File: src/rtl/pt_walker.sv
`timescale 1ns/1ps
module pt_walker #(
  parameter int VPN_W = 36,
  parameter int PFN_W = 40,
  parameter int IDX_W = 9,
  parameter int ENT_W = 64,
  parameter int DC_N  = 32
) (
  input  logic              clk,
  input  logic              rst_n,
  input  logic [PFN_W-1:0]  root_base,
  input  logic              flush,
  input  logic              req_valid,
  output logic              req_ready,
  input  logic [VPN_W-1:0]  req_vpn,
  output logic              rsp_valid,
  input  logic              rsp_ready,
  output logic [PFN_W-1:0]  rsp_pfn,
  output logic [1:0]        rsp_size,
  output logic              rsp_fault,
  output logic              mem_req_valid,
  output logic [PFN_W+11:0] mem_req_addr,
  input  logic              mem_rsp_valid,
  input  logic [ENT_W-1:0]  mem_rsp_data
);
  localparam int PA_W   = PFN_W + 12;
  localparam int TAG_W  = VPN_W - IDX_W;
  localparam int DC_IW  = (DC_N > 1) ? $clog2(DC_N) : 1;
  localparam int P_BIT  = 0;
  localparam int PS_BIT = 7;

  typedef enum logic [1:0] {S_IDLE, S_WALK, S_RESP} st_t;

  st_t              st;
  logic [1:0]       lvl;
  logic [PA_W-1:0]  addr;
  logic [VPN_W-1:0] vpn_q;
  logic [PFN_W-1:0] pfn_q;
  logic [1:0]       size_q;
  logic             fault_q;

  logic [DC_N-1:0]  dc_vld;
  logic [TAG_W-1:0] dc_tag [DC_N];
  logic [PFN_W-1:0] dc_frm [DC_N];
  logic [DC_IW-1:0] rr;

  function automatic logic [IDX_W-1:0] idx_of(input logic [VPN_W-1:0] v, input logic [1:0] l);
    return IDX_W'(v >> (IDX_W * int'(l)));
  endfunction

  wire             ent_pres = mem_rsp_data[P_BIT];
  wire             ent_ps   = mem_rsp_data[PS_BIT];
  wire [PFN_W-1:0] ent_frm  = mem_rsp_data[PA_W-1:12];
  wire             unused_ent = ^{mem_rsp_data[ENT_W-1:PA_W], mem_rsp_data[11:PS_BIT+1],
                                  mem_rsp_data[PS_BIT-1:P_BIT+1]};
  wire             ent_leaf = (lvl == 2'd0) || (ent_ps && lvl != 2'd3);
  wire             take     = (st == S_WALK) && mem_rsp_valid;
  wire             fill     = take && lvl == 2'd1 && ent_pres && !ent_ps && !flush;

  logic [5:0] shamt;
  assign shamt = 6'(IDX_W * int'(lvl));
  wire [PFN_W-1:0] lo_mask  = ~({PFN_W{1'b1}} << shamt);
  wire [PFN_W-1:0] leaf_pfn = (ent_frm & ~lo_mask) | (PFN_W'(vpn_q) & lo_mask);

  logic             hit;
  logic [PFN_W-1:0] hit_frm;
  always_comb begin
    hit     = 1'b0;
    hit_frm = '0;
    for (int i = 0; i < DC_N; i++)
      if (dc_vld[i] && dc_tag[i] == req_vpn[VPN_W-1:IDX_W]) begin
        hit     = 1'b1;
        hit_frm = dc_frm[i];
      end
  end

  always_ff @(posedge clk or negedge rst_n) begin
    if (!rst_n) begin
      st      <= S_IDLE;
      lvl     <= '0;
      addr    <= '0;
      vpn_q   <= '0;
      pfn_q   <= '0;
      size_q  <= '0;
      fault_q <= 1'b0;
    end else begin
      unique case (st)
        S_IDLE: if (req_valid) begin
          st    <= S_WALK;
          vpn_q <= req_vpn;
          if (hit) begin
            lvl  <= 2'd0;
            addr <= {hit_frm, idx_of(req_vpn, 2'd0), 3'b000};
          end else begin
            lvl  <= 2'd3;
            addr <= {root_base, idx_of(req_vpn, 2'd3), 3'b000};
          end
        end
        S_WALK: if (mem_rsp_valid) begin
          if (!ent_pres) begin
            st      <= S_RESP;
            fault_q <= 1'b1;
            pfn_q   <= '0;
            size_q  <= 2'd0;
          end else if (ent_leaf) begin
            st      <= S_RESP;
            fault_q <= 1'b0;
            pfn_q   <= leaf_pfn;
            size_q  <= lvl;
          end else begin
            lvl  <= lvl - 2'd1;
            addr <= {ent_frm, idx_of(vpn_q, lvl - 2'd1), 3'b000};
          end
        end
        S_RESP: if (rsp_ready) st <= S_IDLE;
        default: st <= S_IDLE;
      endcase
    end
  end

  always_ff @(posedge clk or negedge rst_n) begin
    if (!rst_n) begin
      dc_vld <= '0;
      rr     <= '0;
    end else if (flush) begin
      dc_vld <= '0;
    end else if (fill) begin
      dc_vld[rr] <= 1'b1;
      rr         <= (rr == DC_IW'(DC_N - 1)) ? '0 : rr + 1'b1;
    end
  end

  always_ff @(posedge clk) begin
    if (fill) begin
      dc_tag[rr] <= vpn_q[VPN_W-1:IDX_W];
      dc_frm[rr] <= ent_frm;
    end
  end

  assign req_ready     = (st == S_IDLE);
  assign mem_req_valid = (st == S_WALK);
  assign rsp_valid     = (st == S_RESP);
  assign mem_req_addr  = addr;
  assign rsp_pfn       = pfn_q;
  assign rsp_size      = size_q;
  assign rsp_fault     = fault_q;
endmodule

File: config.mk
export PLATFORM = sky130hd
export DESIGN_NAME = pt_walker
export DESIGN_NICKNAME = d
export VERILOG_FILES = /design/src/rtl/pt_walker.sv
export SDC_FILE = /design/constraint.sdc
export NUM_CORES = 2
export LEC_CHECK = 0
export ABC_AREA = 1
export BUFFER_PORTS_ARGS = -buffer_cell sky130_fd_sc_hd__clkbuf_2
export CORE_MARGIN = 4
export CORE_UTILIZATION = 60
export CTS_BUF_LIST = sky130_fd_sc_hd__clkbuf_4
export CTS_CLUSTER_DIAMETER = 40
export CTS_CLUSTER_SIZE = 25
export DETAILED_ROUTE_END_ITERATION = 6
export PLACE_DENSITY = 0.85
export RECOVER_POWER = 25
export SLEW_MARGIN = 30
export SYNTH_ARGS = -nofsm -noshare
export SYNTH_HDL_FRONTEND = slang
export SYNTH_SLANG_ARGS = --single-unit
File: constraint.sdc
create_clock -name clk -period 14 [get_ports clk]
set_clock_uncertainty 0.2 [all_clocks]
set_input_delay 0.7 -clock clk [delete_from_list [all_inputs] [get_ports clk]]
set_output_delay 0.7 -clock clk [all_outputs]
set_load 0.005 [all_outputs]
; Word level (Yosys, flattened, before mapping)
; Memories as Yosys holds them, arrays and structs flattened.
; Index checks and enable logic that the tools add are counted.
; Widths: inputs -> output; s select.
[totals]
latchBits = 0
rom_bits = 0
regBits = 172
in_bits = 146
wordCells = 216
output_inout_bits = 98
mem_bits_rw = 2144
mem_count = 2
[mem_list]
columns = memory, words, word_bits, read_ports, rd_clocked_by_memory_dff, write_ports, line_no
row1 = dc_frm, 32, 40, 32, 0, 1, 44  ; logic [PFN_W-1:0] dc_frm [DC_N];
row2 = dc_tag, 32, 27, 32, 0, 1, 43  ; logic [TAG_W-1:0] dc_tag [DC_N];
[classes]
n_reduce_logical = 51
n_div = 0
magnitude_cmp = 2
n_eq_ne = 44
add_sub_neg = 2
bitwise = 7
shifts = 2
n_mux = 95
mul = 2
[ops]
columns = cell, count
row1 = $mux 40, 34
row2 = $eq 27x27->1, 32
row3 = $mux 52, 5
row4 = $pmux 52 s2, 1
row5 = $not 40->40, 2
row6 = $mux 32, 2
row7 = $and 36x40->40, 1
row8 = $and 40x40->40, 1
row9 = $or 40x40->40, 1
row10 = $shl 40x6->40 const A, 1
row11 = $logic_and 1x1->1, 39
row12 = $mux 1, 37
row13 = $shr 36x6->9, 1
row14 = $or 32x32->32, 1
row15 = $mux 2, 12
row16 = $mul 4x2->6 const A, 2
row17 = $ne 2x1->1 const B, 4
row18 = $lt 5x6->1 const B, 1
row19 = $ne 2x2->1 const B, 3
row20 = $pmux 2 s3, 1
row21 = $add 5x1->5 const B, 1
row22 = $demux 1 s5, 1
row23 = $eq 5x5->1 const B, 1
row24 = $ge 5x1->1 const B, 1
row25 = 15 further kinds, 20

; Depth between registers and ports, before layout
[depth]
word_depth = 37
ltp_mapped = 50
ltp_nobuf = 48

; Worst setup path after synthesis
; Ideal clock, no wire load.
[synth_timing]
path_kind = register -> register
start = reg st[0]
end = mem dc_frm[15][0], enable pin
arrival_ns = 4.762
required_ns = 13.307
slack_ns = 8.546
setup_time_ns = 0.493
stages_incl_launch_ff = 13
synth_period_minus_slack_ns = 5.454
cell_sequence = dfrtp_1 -> inv_1 -> nor2_1 -> inv_1 -> clkbuf_1 -> nor2_1 -> nand4_1 -> nor2_1 -> inv_1 -> nor2_1 -> inv_1 -> clkbuf_1 -> nor2_1
[synth_between]
elab_chain_cells = 8
[synth_rtl]
columns = item, line_no
row1 = "start, declared", 34  ; st_t st;
row2 = "start signal, assigned", 79  ; st <= S_IDLE;
row3 = "start signal, assigned", 89  ; st <= S_WALK;
row4 = "start signal, assigned", 101  ; st <= S_RESP;
row5 = $eq 2x1->1, n/a
row6 = named net mem_req_valid, 21  ; output logic mem_req_valid,
row7 = $logic_and 1x1->1, 57  ; wire take = (st == S_WALK) && mem_rsp_valid;
row8 = $logic_and 1x1->1 (4 in a row), 58  ; wire fill = take && lvl == 2'd1 && ent_pres && !ent_ps && !flush;
row9 = $mux 1, 134  ; if (fill) begin
row10 = $mux 1 (not written as such), 136  ; dc_frm[rr] <= ent_frm;
row11 = "end, declared", 44
; The timed path passes the listed nets, and every way through them passes these cells.

; Worst setup path in the final report
[layout_timing]
start = in req_vpn[16]
end = reg addr[35] (netlist: mem_req_addr[35])
[layout_between]
elab_chain_cells = 37
word_cells_on_any_way = 131
[layout_rtl]
columns = item, line_no
row1 = "start, declared", 15  ; input logic [VPN_W-1:0] req_vpn,
row2 = $eq 27x27->1, 71  ; if (dc_vld[i] && dc_tag[i] == req_vpn[VPN_W-1:IDX_W]) begin
row3 = $logic_and 1x1->1, 71
row4 = $mux 40 or $mux 1 (tied branches) (32 in a row), 71
row5 = $mux 52 (*), 91  ; if (hit) begin
row6 = $mux 52 (*), 88  ; S_IDLE: if (req_valid) begin
row7 = $pmux 52 s2 (*), 87  ; unique case (st)
row8 = "end signal, assigned", 93  ; addr <= {hit_frm, idx_of(req_vpn, 2'd0), 3'b000};
row9 = "end signal, assigned", 96  ; addr <= {root_base, idx_of(req_vpn, 2'd3), 3'b000};
row10 = "end signal, assigned", 112  ; addr <= {ent_frm, idx_of(vpn_q, lvl - 2'd1), 3'b000};
row11 = "end, declared", 36  ; logic [PA_W-1:0] addr;
; Mark *: on every way between the ends. The rest lies on a longest branch, timed or not. The select of a mux whose other input is x is not followed.
; A chain may end at the register's enable or synchronous reset.

==> results.sh <==
export IMPL_gate_count_of_the_mapped_netlist=8629
export IMPL_insertion_delay_ns=1.34
export IMPL_grt_pass1_vias=71147
export IMPL_yosys_register_bits=2313
export IMPL_cellInternalPower_uw=9730
export IMPL_swShare_pct=31.4
export IMPL_synth_yosys_seq_area_share_pct=69.9
export IMPL_switchingPower_uw=4460
export IMPL_drive_above_1_share_pct=9.71
export IMPL_layout_cells_most_common="sky130_fd_sc_hd__nand2_1"
export IMPL_violations="design-rule violations, max-capacitance violations, max-slew violations"
export IMPL_r2r_cells=20
export IMPL_max_cap_viol_count=41
export IMPL_area_grow_syn2layout_pct=7.96
export IMPL_worst_pin_slew_ns=5.71
export IMPL_wl_per_cell_um=25.9
export IMPL_pin_count_of_the_biggest_net_entering_global_routing=100
export IMPL_sequentialPowerShare_pct=59.6
export IMPL_cts_inserted_buffers=197
export IMPL_rsz0062_at_grt="false"
export IMPL_worst_hold_path_type="input port to flop"
export IMPL_edff_count_synth=2144
export IMPL_report_final_slew_viol_count=1484
export IMPL_row_count=148
export IMPL_port_buffers=218
export IMPL_critical_path_class="input port to flop"
export IMPL_power_ir_vdd_worst_mv=0.266
export IMPL_drc=1
export IMPL_finalSetupViolations=0
export IMPL_setup_worst_path_start_class="input port"
export IMPL_static_leakage_power_uw=0.0392
export IMPL_antenna_left=0
export IMPL_grt_pass1_wl_um=429000
export IMPL_die_w_um=412
export IMPL_number_of_warnings_issued_by_yosys=0
export IMPL_postCtsResizedCells=0
export IMPL_min_delay_path_depth=8
export IMPL_cts_tree="yes"
export IMPL_detail_route_iter0_violations=11106
export IMPL_async_flop_share_pct=7.31
export IMPL_fin_hold_ws_ns=0.133
export IMPL_run_status="finished with violations"
export IMPL_top_level_ports=244
export IMPL_gp_congestion=0.913
export IMPL_die_area_um2=170000
export IMPL_pwr_density_cell_nw_per_um2=134
export IMPL_clock_tree_root_cell="sky130_fd_sc_hd__clkbuf_4"
export IMPL_netlist_area_um2=98100
export IMPL_ctsLongestPathBuffers=3
export IMPL_clock_sinks=2313
export IMPL_finalWorstPathRequiredPeriod_ns=7.58
export IMPL_fillers=11027
export IMPL_timing_hold_violations_final=0
export IMPL_firstDrtPassIters=7
export IMPL_power_frac_clock_pct=25.6
export IMPL_crit_arrival_ns=8.60
export IMPL_yosys_cell_types_count=56
export IMPL_globalRouteOverflowTotal=0
export IMPL_grt_use_total_pct=33.7
export IMPL_initial_utilization_pct=60.4
export IMPL_ys_flop_type="sky130_fd_sc_hd__edfxtp_1"
export IMPL_detail_route_vias_per_cell=6.44
export IMPL_die_height_um=412
export IMPL_floorplan_core_area_um2=163000
export IMPL_final_setup_tns_ns=0
export IMPL_fin_total_pwr_uw=14200
export IMPL_cp_max_fo=80
export IMPL_wirelength_um=290000
export IMPL_finish_net_count=9018
export IMPL_antenna_found_initial=9
export IMPL_timing_critical_path_to_type="flop"
export IMPL_critPathRequiredTime_ns=15.02
export IMPL_synth_area_per_cell_um2=11.4
export IMPL_post_route_period_util_pct=54.2
export IMPL_slew_headroom_pct=-281
export IMPL_route_vias_total=72248
export IMPL_cts_setup_buffers=0
export IMPL_achievable_frequency_mhz=132
export IMPL_dp_final_hpwl_um=167000
export IMPL_ctsHtreeMaxLevel=4
export IMPL_share_comb_of_total_power_pct=14.8
export IMPL_clkTransAtPathRegs_ns=0.14
export IMPL_most_common_layout_cells="2379 x sky130_fd_sc_hd__nand2_1, 2144 x sky130_fd_sc_hd__edfxtp_1, 861 x sky130_fd_sc_hd__nor2_1"
[power groups by stage]
stage	clock [uW]	sequential, uW	combinational [uW]
6_report	3640	8460	2100
5_1_grt	3920	8440	2130
4_1_cts	3620	8400	1920
3_5_place_dp	0	8550	1860
3_3_place_gp	0	8540	1810
2_1_floorplan	0	8520	691
[flip-flops by register name, indices dropped and copies added (netlist names)]
register      cells
dc_frm         1280
dc_tag          864
mem_req_addr     49
rsp_pfn          40
vpn_q            36
dc_vld           32
rr                5
lvl               2
rsp_size          2
st                2
rsp_fault         1
[layer usage]
layer  share of wire [%]  vias to the layer above  global-route usage (%)  wire, um
met3                  16                     1507                    10.4     47100
met2                  44                     6278                    50.9    127000
met4                 7.8                       10                    21.9     22500
met5               0.035                        -                       0       102
met1                  32                    33751                    42.2     93300
li1                    -                    30702                       -         -
[cell families (layout without fill, tap and decap cells)]
| group | count (synthesis) | after routing | synth area share (%) |
|---|---|---|---|
| simple gates | 3841 | 3841 | 15.8 |
| flops | 2313 | 2313 | 69.9 |
| compound gates | 1430 | 1430 | 8.41 |
| buf+inv | 803 | 1207 | 3.65 |
| xor+xnor | 231 | 231 | 2.06 |
| fa+ha+maj | 9 | 9 | 0.115 |
| other cells | 1 | 10 | 0.00382 |
| mux | 1 | 1 | 0.0115 |
[timing repair]
action | CTS | global route
hold endpoints to repair | 1313 | 34
setup endpoints to repair | 0 | 0
hold buffers | 127 | 1
[worst paths after layout]
kind / slack (ns) / startpoint / endpoint
max: 6.42 / req_vpn[16] / mem_req_addr[35]
max reg2reg: 7.49 / dc_tag[8][11] / mem_req_addr[35]
min: 0.13 / root_base[11] / mem_req_addr[23]
min reg2reg: 0.31 / mem_req_addr[30] / mem_req_addr[30]
max in group asynchronous: 7.34 / rst_n / vpn_q[20]
min in group asynchronous: 1.08 / rst_n / dc_vld[21]
[worst max-delay path, cell delays in order]
cell,delay (ns)
sky130_fd_sc_hd__dlygate4sd3_1,0.56
sky130_fd_sc_hd__clkbuf_2,0.37
sky130_fd_sc_hd__inv_2,0.46
sky130_fd_sc_hd__buf_4,0.70
sky130_fd_sc_hd__nand2_1,0.10
sky130_fd_sc_hd__o21ai_0,0.14
sky130_fd_sc_hd__nor2_1,0.09
sky130_fd_sc_hd__nand4_1,0.15
sky130_fd_sc_hd__nor3_4,0.06
sky130_fd_sc_hd__buf_4,0.27
sky130_fd_sc_hd__inv_2,0.56
sky130_fd_sc_hd__nand2_1,0.51
sky130_fd_sc_hd__buf_4,0.40
sky130_fd_sc_hd__or4_1,0.43
sky130_fd_sc_hd__nor4_1,0.18
sky130_fd_sc_hd__nand2_1,0.66
sky130_fd_sc_hd__inv_2,0.24
sky130_fd_sc_hd__buf_4,0.72
sky130_fd_sc_hd__nand2_1,0.16
sky130_fd_sc_hd__nand2_1,0.12
sky130_fd_sc_hd__inv_1,0.06
sky130_fd_sc_hd__nand2_1,0.06
sky130_fd_sc_hd__nand2_1,0.06
sky130_fd_sc_hd__dlygate4sd3_1,0.59
sky130_fd_sc_hd__nand2_1,0.08
[cell usage after synthesis, drive strengths merged, types with 92 or more instances]
| cell | count | area share, % |
|---|---|---|
| o21ai | 473 | 2.4 |
| nor4 | 114 | 0.79 |
| a22o | 92 | 0.82 |
| edfxtp | 2144 | 66 |
| nor2 | 907 | 3.5 |
| buf | 253 | 1.5 |
| a21oi | 522 | 2.7 |
| inv | 305 | 1.2 |
| nand3 | 168 | 0.86 |
| xor2 | 160 | 1.4 |
| o22ai | 157 | 1.0 |
| nor3 | 142 | 0.74 |
| nand2 | 2382 | 9.1 |
| dfrtp | 169 | 4.3 |
| clkbuf | 237 | 0.91 |
[through the flow]
stage               setup slack [ns]  utilization [%]  instances  instance area [um2]
global placement                5.86             62.3      10706               101000
CTS                             7.17             65.2      11205               106000
global route                    6.44             65.2      11216               106000
finish                          6.42             65.2      11217               106000
floorplan                       8.55                -       8631                98100
detailed placement              6.08             62.3      10707               101000
[final cells by class]
| class | count | area, um2 | share of cell area, % |
|---|---|---|---|
| Antenna cell | 7 | 17.5 | 0.0165 |
| Sequential cell | 2313 | 68600 | 64.8 |
| Inverter | 313 | 1180 | 1.12 |
| Clock buffer | 213 | 1600 | 1.51 |
| Multi-Input combinational cell | 5515 | 26300 | 24.8 |
| Tap cell | 2175 | 2720 | 2.57 |
| Clock inverter | 158 | 1780 | 1.68 |
| Timing Repair Buffer | 523 | 3720 | 3.51 |
No activity file was read; power rests on OpenSTA's default activity.
